--- src/rtl/ipc_pkg.sv ---
package ipc_pkg;
    typedef enum logic [1:0] {
        ST_IDLE  = 2'd0,
        ST_OFFER = 2'd1,
        ST_AWAIT = 2'd2
    } ipc_state_e;
endpackage

--- src/rtl/ipc_capture.sv ---
module ipc_capture #(
    parameter int NIN = 9
) (
    input  logic           clk,
    input  logic           rst_n,
    input  logic [NIN-1:0] lines,
    input  logic [NIN-1:0] clr,
    output logic [NIN-1:0] pend
);
    logic [NIN-1:0] prev;

    // a fresh edge wins over a clear in the same cycle
    always_ff @(posedge clk or negedge rst_n) begin
        if (!rst_n) begin
            prev <= '0;
            pend <= '0;
        end else begin
            prev <= lines;
            pend <= (pend & ~clr) | (lines & ~prev);
        end
    end
endmodule

--- src/rtl/ipc_arbiter.sv ---
module ipc_arbiter #(
    parameter int NSRC = 8,
    parameter int PW   = 3,
    parameter int EW   = PW + 1,
    parameter int SIW  = $clog2(NSRC + 1)
) (
    input  logic [NSRC:0]      pend,
    input  logic [NSRC-1:0]    mask,
    input  logic               glob_en,
    input  logic               chain_mode,
    input  logic [NSRC*PW-1:0] prio_cfg,
    output logic               any,
    output logic [SIW-1:0]     win_idx,
    output logic [EW-1:0]      win_eff
);
    localparam logic [EW-1:0] NMI_EFF = EW'(2**PW + 1);

    logic [NSRC:0]   elig;
    logic [EW-1:0]   eff [NSRC];

    always_comb begin
        for (int i = 0; i < NSRC; i++) begin
            eff[i] = EW'(prio_cfg[i*PW +: PW]) + EW'(1);
        end
        elig = {pend[NSRC], pend[NSRC-1:0] & ~mask & {NSRC{glob_en}}};
        any = |elig;
        win_idx = '0;
        win_eff = '0;
        if (chain_mode) begin
            for (int i = NSRC - 1; i >= 0; i--) begin
                if (elig[i]) begin
                    win_idx = SIW'(i);
                    win_eff = eff[i];
                end
            end
        end else begin
            for (int i = 0; i < NSRC; i++) begin
                if (elig[i] && eff[i] > win_eff) begin
                    win_idx = SIW'(i);
                    win_eff = eff[i];
                end
            end
        end
        if (elig[NSRC]) begin
            win_idx = SIW'(NSRC);
            win_eff = NMI_EFF;
        end
    end
endmodule

--- src/rtl/ipc_level_stack.sv ---
module ipc_level_stack #(
    parameter int EW    = 4,
    parameter int DEPTH = 9
) (
    input  logic          clk,
    input  logic          rst_n,
    input  logic          push,
    input  logic          pop,
    input  logic [EW-1:0] new_lvl,
    output logic [EW-1:0] cur
);
    localparam int SPW = $clog2(DEPTH + 1);

    logic [EW-1:0]  mem [DEPTH];
    logic [SPW-1:0] sp;

    always_ff @(posedge clk or negedge rst_n) begin
        if (!rst_n) begin
            sp  <= '0;
            cur <= '0;
            for (int i = 0; i < DEPTH; i++) mem[i] <= '0;
        end else if (push) begin
            mem[sp] <= cur;
            sp      <= sp + 1'b1;
            cur     <= new_lvl;
        end else if (pop && sp != '0) begin
            cur <= mem[sp - 1'b1];
            sp  <= sp - 1'b1;
        end
    end
endmodule

--- src/rtl/irq_prio_ctrl.sv ---
module irq_prio_ctrl
    import ipc_pkg::*;
#(
    parameter int NSRC = 8,
    parameter int PW   = 3,
    parameter int VW   = 8,
    parameter int TMO  = 16
) (
    input  logic               clk,
    input  logic               rst_n,
    input  logic [NSRC-1:0]    irq_src,
    input  logic               nmi_in,
    input  logic [NSRC*PW-1:0] prio_cfg,
    input  logic [NSRC-1:0]    mask,
    input  logic               glob_en,
    input  logic               chain_mode,
    output logic               cpu_irq,
    input  logic               cpu_ack,
    output logic [NSRC:0]      dev_ack,
    input  logic               dev_vec_valid,
    input  logic [VW-1:0]      dev_vec,
    output logic               cpu_vec_valid,
    output logic [VW-1:0]      cpu_vec,
    output logic               bus_err,
    input  logic               eoi,
    output logic [PW:0]        cur_prio
);
    localparam int NIN   = NSRC + 1;
    localparam int EW    = PW + 1;
    localparam int SIW   = $clog2(NIN);
    localparam int DEPTH = 2**PW + 1;
    localparam int TW    = (TMO > 1) ? $clog2(TMO) : 1;
    localparam logic [NIN-1:0] ONE = NIN'(1);

    ipc_state_e     state, nxt;
    logic [NIN-1:0] pend, clr;
    logic           any, win_ok, take, push, pop, tmo_hit;
    logic [SIW-1:0] win_idx, lat_idx;
    logic [EW-1:0]  win_eff, lat_eff;
    logic [TW-1:0]  tcnt;

    ipc_capture #(.NIN(NIN)) u_cap (
        .clk(clk), .rst_n(rst_n), .lines({nmi_in, irq_src}),
        .clr(clr), .pend(pend)
    );

    ipc_arbiter #(.NSRC(NSRC), .PW(PW), .EW(EW), .SIW(SIW)) u_arb (
        .pend(pend), .mask(mask), .glob_en(glob_en), .chain_mode(chain_mode),
        .prio_cfg(prio_cfg), .any(any), .win_idx(win_idx), .win_eff(win_eff)
    );

    ipc_level_stack #(.EW(EW), .DEPTH(DEPTH)) u_stk (
        .clk(clk), .rst_n(rst_n), .push(push), .pop(pop),
        .new_lvl(lat_eff), .cur(cur_prio)
    );

    assign win_ok = any && (win_eff > cur_prio);

    // state register
    always_ff @(posedge clk or negedge rst_n) begin
        if (!rst_n) state <= ST_IDLE;
        else        state <= nxt;
    end

    // transitions: arm, withdraw, take, dispatch, expire
    always_comb begin
        nxt = state;
        unique case (state)
            ST_IDLE:  if (win_ok) nxt = ST_OFFER;
            ST_OFFER: begin
                if (!win_ok)      nxt = ST_IDLE;
                else if (cpu_ack) nxt = ST_AWAIT;
            end
            ST_AWAIT: if (dev_vec_valid || tmo_hit) nxt = ST_IDLE;
            default:  nxt = ST_IDLE;
        endcase
    end

    // outputs and strobes
    always_comb begin
        cpu_irq = (state == ST_OFFER) && win_ok;
        take    = cpu_irq && cpu_ack;
        clr     = take ? (ONE << win_idx) : '0;
        dev_ack = (state == ST_AWAIT) ? (ONE << lat_idx) : '0;
        push    = (state == ST_AWAIT) && dev_vec_valid;
        tmo_hit = (state == ST_AWAIT) && !dev_vec_valid && (tcnt == TW'(TMO - 1));
        pop     = eoi && (state != ST_AWAIT);
    end

    always_ff @(posedge clk or negedge rst_n) begin
        if (!rst_n) begin
            lat_idx       <= '0;
            lat_eff       <= '0;
            tcnt          <= '0;
            cpu_vec_valid <= 1'b0;
            cpu_vec       <= '0;
            bus_err       <= 1'b0;
        end else begin
            if (take) begin
                lat_idx <= win_idx;
                lat_eff <= win_eff;
                tcnt    <= '0;
            end else if (state == ST_AWAIT) begin
                tcnt <= tcnt + 1'b1;
            end
            cpu_vec_valid <= push;
            if (push) cpu_vec <= dev_vec;
            bus_err <= tmo_hit;
        end
    end
endmodule

--- config.mk ---
export PLATFORM = sky130hd
export DESIGN_NAME = irq_prio_ctrl
export DESIGN_NICKNAME = d
export VERILOG_FILES = /design/src/rtl/ipc_pkg.sv /design/src/rtl/ipc_capture.sv /design/src/rtl/ipc_arbiter.sv /design/src/rtl/ipc_level_stack.sv /design/src/rtl/irq_prio_ctrl.sv
export SDC_FILE = /design/constraint.sdc
export NUM_CORES = 1
export LEC_CHECK = 0
export BUFFER_PORTS_ARGS = -buffer_cell sky130_fd_sc_hd__buf_2
export CORE_UTILIZATION = 55
export CTS_BUF_LIST = sky130_fd_sc_hd__clkbuf_4
export DETAILED_ROUTE_END_ITERATION = 8
export PLACE_DENSITY_LB_ADDON = 0.1
export RECOVER_POWER = 100
export SLEW_MARGIN = 20
export SYNTH_ARGS = -nofsm -noshare
export SYNTH_HDL_FRONTEND = slang
export SYNTH_SLANG_ARGS = --single-unit
--- constraint.sdc ---
create_clock -name clk -period 18.6 [get_ports clk]
set_clock_uncertainty 0.05 [all_clocks]
set_input_delay 3.72 -clock clk [delete_from_list [all_inputs] [get_ports clk]]
set_output_delay 3.72 -clock clk [all_outputs]
set_load 0.005 [all_outputs]
==> qor.log <==
qor: hold_path.min_path_type flop to flop
qor: cts.cts_tree done
qor: sta.max_slew_margin -197%
qor: setup_path.r2r-start u_cap.pend[0]
qor: cts.cts-root-buf clkbuf_4
qor: layout.drive_gt1_share 30.2%
qor: synth.postSynth.asyncResetShare 100%
qor: synth.post_syn_area_per_cell 9.12 µm²
qor: layout.fin_area 0.00747 mm²
qor: pwr.ir_drop 0.0735 mV
qor: global_route.antenna_violations_before_repair 0
qor: cts.clk_sinks 86
qor: sta.setup_slack 0.195 ns
qor: synth.netlist-cell-type-count 80
qor: global_route.gr-usage-all-layers 28.0%
qor: sta.fin_crit_sh 99.0%
qor: placement.place_worst_setup_slack -0.614 ns
qor: layout.nets 882
qor: layout.layout.cells.most_common_list nand2_1, dfrtp_1, buf_2
qor: setup_path.crit_start prio_cfg[0]
qor: setup_path.critical_path_arrival 14.64 ns
qor: synth.synth_flop_cell dfrtp_1
qor: layout.area_delta_synth_final 21.8%
qor: setup_path.worst-path-max-fanout 6
qor: cts.cts_inserted_buffers 9
qor: setup_path.cell_class_contributing_the_biggest_share_of_worst_path_delay compound AO/OA/AOI/OAI gates
qor: sta.number_of_hold_violations_in_the_final_report 0
qor: setup_path.critPathBufInv 10
qor: pwr.power.density 99.9 mW/mm²
qor: sta.fmax_achieved 54.3 MHz
qor: global_route.number_of_global_route_vias_before_repair 5282
qor: synth.yosysWarningCount 0
qor: drt.final_antenna_net_count 0
qor: global_route.largest_net_degree_at_the_start_of_global_routing 87
qor: placement.routability_congestion_estimate 0.984
qor: sta.endpoints_failing_setup 0
qor: outcome.outcome finished, violations left
qor: drt.drt_iter0_drc 372
qor: drt.routed_wirelength 16.2 mm
qor: drt.dr.pass1.iters 5
qor: cts.cts_htree_levels 3
qor: placement.placement.io_buffers 79
qor: cts.max-clock-path-buffers 2
qor: drt.route.vias.total 5570
qor: floorplan.chip_width 108 µm
qor: setup_path.slowest_stage_cell_cp o32ai_4
qor: drt.post-route-drc-count 0
qor: cts.clock_pin_slew_reported_for_the_worst_setup_and_hold_paths_after_clock_tree_synthesis 0.13 ns
qor: synth.mappedNetlistNets 769
qor: sta.rsz0062_at_grt true
qor: global_route.grt.overflow.total 0
qor: floorplan.design.portCount 80
qor: floorplan.fp.dieH 108 µm
qor: sta.worst_pin_slew 4.46 ns
qor: placement.post_dp_cell_area 0.00679 mm²
qor: synth.mappedNetlistArea 0.00614 mm²
qor: sta.timing.final.crit_period 18.41 ns
qor: outcome.failed_checks capacitance limit, slew limit
qor: floorplan.start_util 56.6%
qor: setup_path.category_of_the_worst_setup_path_capture_point output port
qor: layout.final_core_utilization 68.9%
qor: floorplan.fp.coreArea 0.0108 mm²
qor: layout.insertedDiodeCount 0
qor: placement.hpwl 11.9 mm
qor: sta.timing.final.max_slew_violations 87
qor: job.cap_viol_max_count 1
qor: setup_path.worst_path_max_stage_delay 0.42 ns
qor: floorplan.dieArea 0.0116 mm²
qor: pwr.total_leakage_power 3.47 nW
qor: cts.clock_latency 0.45 ns
qor: synth.syn_inst 673
qor: setup_path.worst_path_most_repeated_cell ha_4
qor: drt.detail_route.wl_per_cell 17.4 µm
qor: drt.detail_route.vias_per_cell 5.98
qor: floorplan.rows 38
qor: synth.synth-seq-area-share 35.1%
qor: hold_path.hold_start u_cap.prev[6]
qor: setup_path.worst-endpoint-required 14.83 ns
qor: synth.ys_ff_latch 86
qor: global_route.grt_pass1_wl 25.2 mm
qor: layout.mostFrequentLayoutCell nand2_1
qor: synth.synth-edff-count 0
qor: setup_path.cp-start-kind input port
qor: setup_path.critPathKind input port to output port
[Yosys cell counts, types with 7 or more instances]
master	number	share of area [%]
nor2_1	48	2.9
mux2_2	28	5.1
inv_1	41	2.5
ha_1	40	8.2
o211ai_1	9	1.1
mux2i_1	13	2.1
nor2b_1	8	0.82
nor3_1	13	1.1
nand3b_1	11	1.3
or3_1	7	0.71
mux4_2	8	2.9
and3_1	8	0.82
a211oi_1	9	1.1
dfrtp_1	86	35
a21oi_1	36	2.9
o21ai_0	33	2.7
nand2_1	89	5.4
o21ai_1	8	0.65
xnor2_1	8	1.1
clkbuf_1	19	1.2
nand3_1	20	1.6
xor2_1	11	1.6
o22ai_1	7	0.71
[logic make-up after synthesis]
group           after synthesis  synth area share (%)
flops                        86                  35.1
xor+xnor                     19                  2.71
simple gates                245                  19.7
fa+ha+maj                    41                  8.34
buf+inv                      67                  4.14
mux                          50                  10.4
compound gates              165                  19.6
[flip-flops by register name, indices dropped and copies added (netlist names)]
| name | count |
|---|---|
| u_stk.mem | 36 |
| u_cap.pend | 9 |
| u_cap.prev | 9 |
| cpu_vec | 8 |
| lat_eff | 4 |
| lat_idx | 4 |
| tcnt | 4 |
| u_stk.cur | 4 |
| u_stk.sp | 4 |
| state | 2 |
| bus_err | 1 |
| cpu_vec_valid | 1 |
[per-stage QoR]
step	power [mW]	setup TNS, ns	hold WS, ns	instances
2_1_floorplan	0.483	0	0.342	673
3_3_place_gp	0.576	-0.154	0.346	890
3_5_place_dp	0.584	-0.614	0.359	890
4_1_cts	0.698	0	0.377	913
5_1_grt	0.798	-0.306	0.396	931
6_report	0.747	0	0.374	931
[repair_timing]
| item | in CTS | in global routing |
|---|---|---|
| pin swaps | 5 | 47 |
| hold buffers | 0 | 0 |
| buffers inserted | 7 | 18 |
| endpoints found under the setup margin | 1 | 1 |
| resized for setup | 11 | 69 |
[cell type report]
type | instances | area, µm²
multi-input cells | 520 | 4110
fillers | 890 | 3370
flip-flops and latches | 86 | 2150
repair buffers | 127 | 742
well taps | 140 | 175
inverters | 42 | 158
clock buffers | 9 | 67.6
clock inverters | 7 | 65.1
[report_power, final]
group	leakage [nW]	internal [mW]	switching, mW
Sequential	1.10	0.219	0.0441
Clock	0.0647	0.0398	0.0629
Combinational	2.31	0.178	0.202
Total	3.47	0.437	0.309
[metal layers]
layer / part of all wire [%] / wire (µm) / global-route usage (%)
met5: 0 / 0 / 0
met4: 2.6 / 414 / 10.1
met3: 4.3 / 702 / 5.75
met2: 50 / 8080 / 48.6
met1: 43 / 7020 / 34.3
[path summary, 6_finish.rpt]
check	to	slack (ns)	cells after the start
max in group asynchronous	cpu_vec[2]	11.23	1
worst min register to register	u_cap.pend[6]	0.37	1
worst max-delay path	cpu_irq	0.19	59
min in group asynchronous	u_stk.mem[9]	4.78	1
worst max register to register	u_cap.pend[2]	6.29	61
worst min-delay path	u_cap.pend[6]	0.37	1
(Power assumes the default switching activity.)
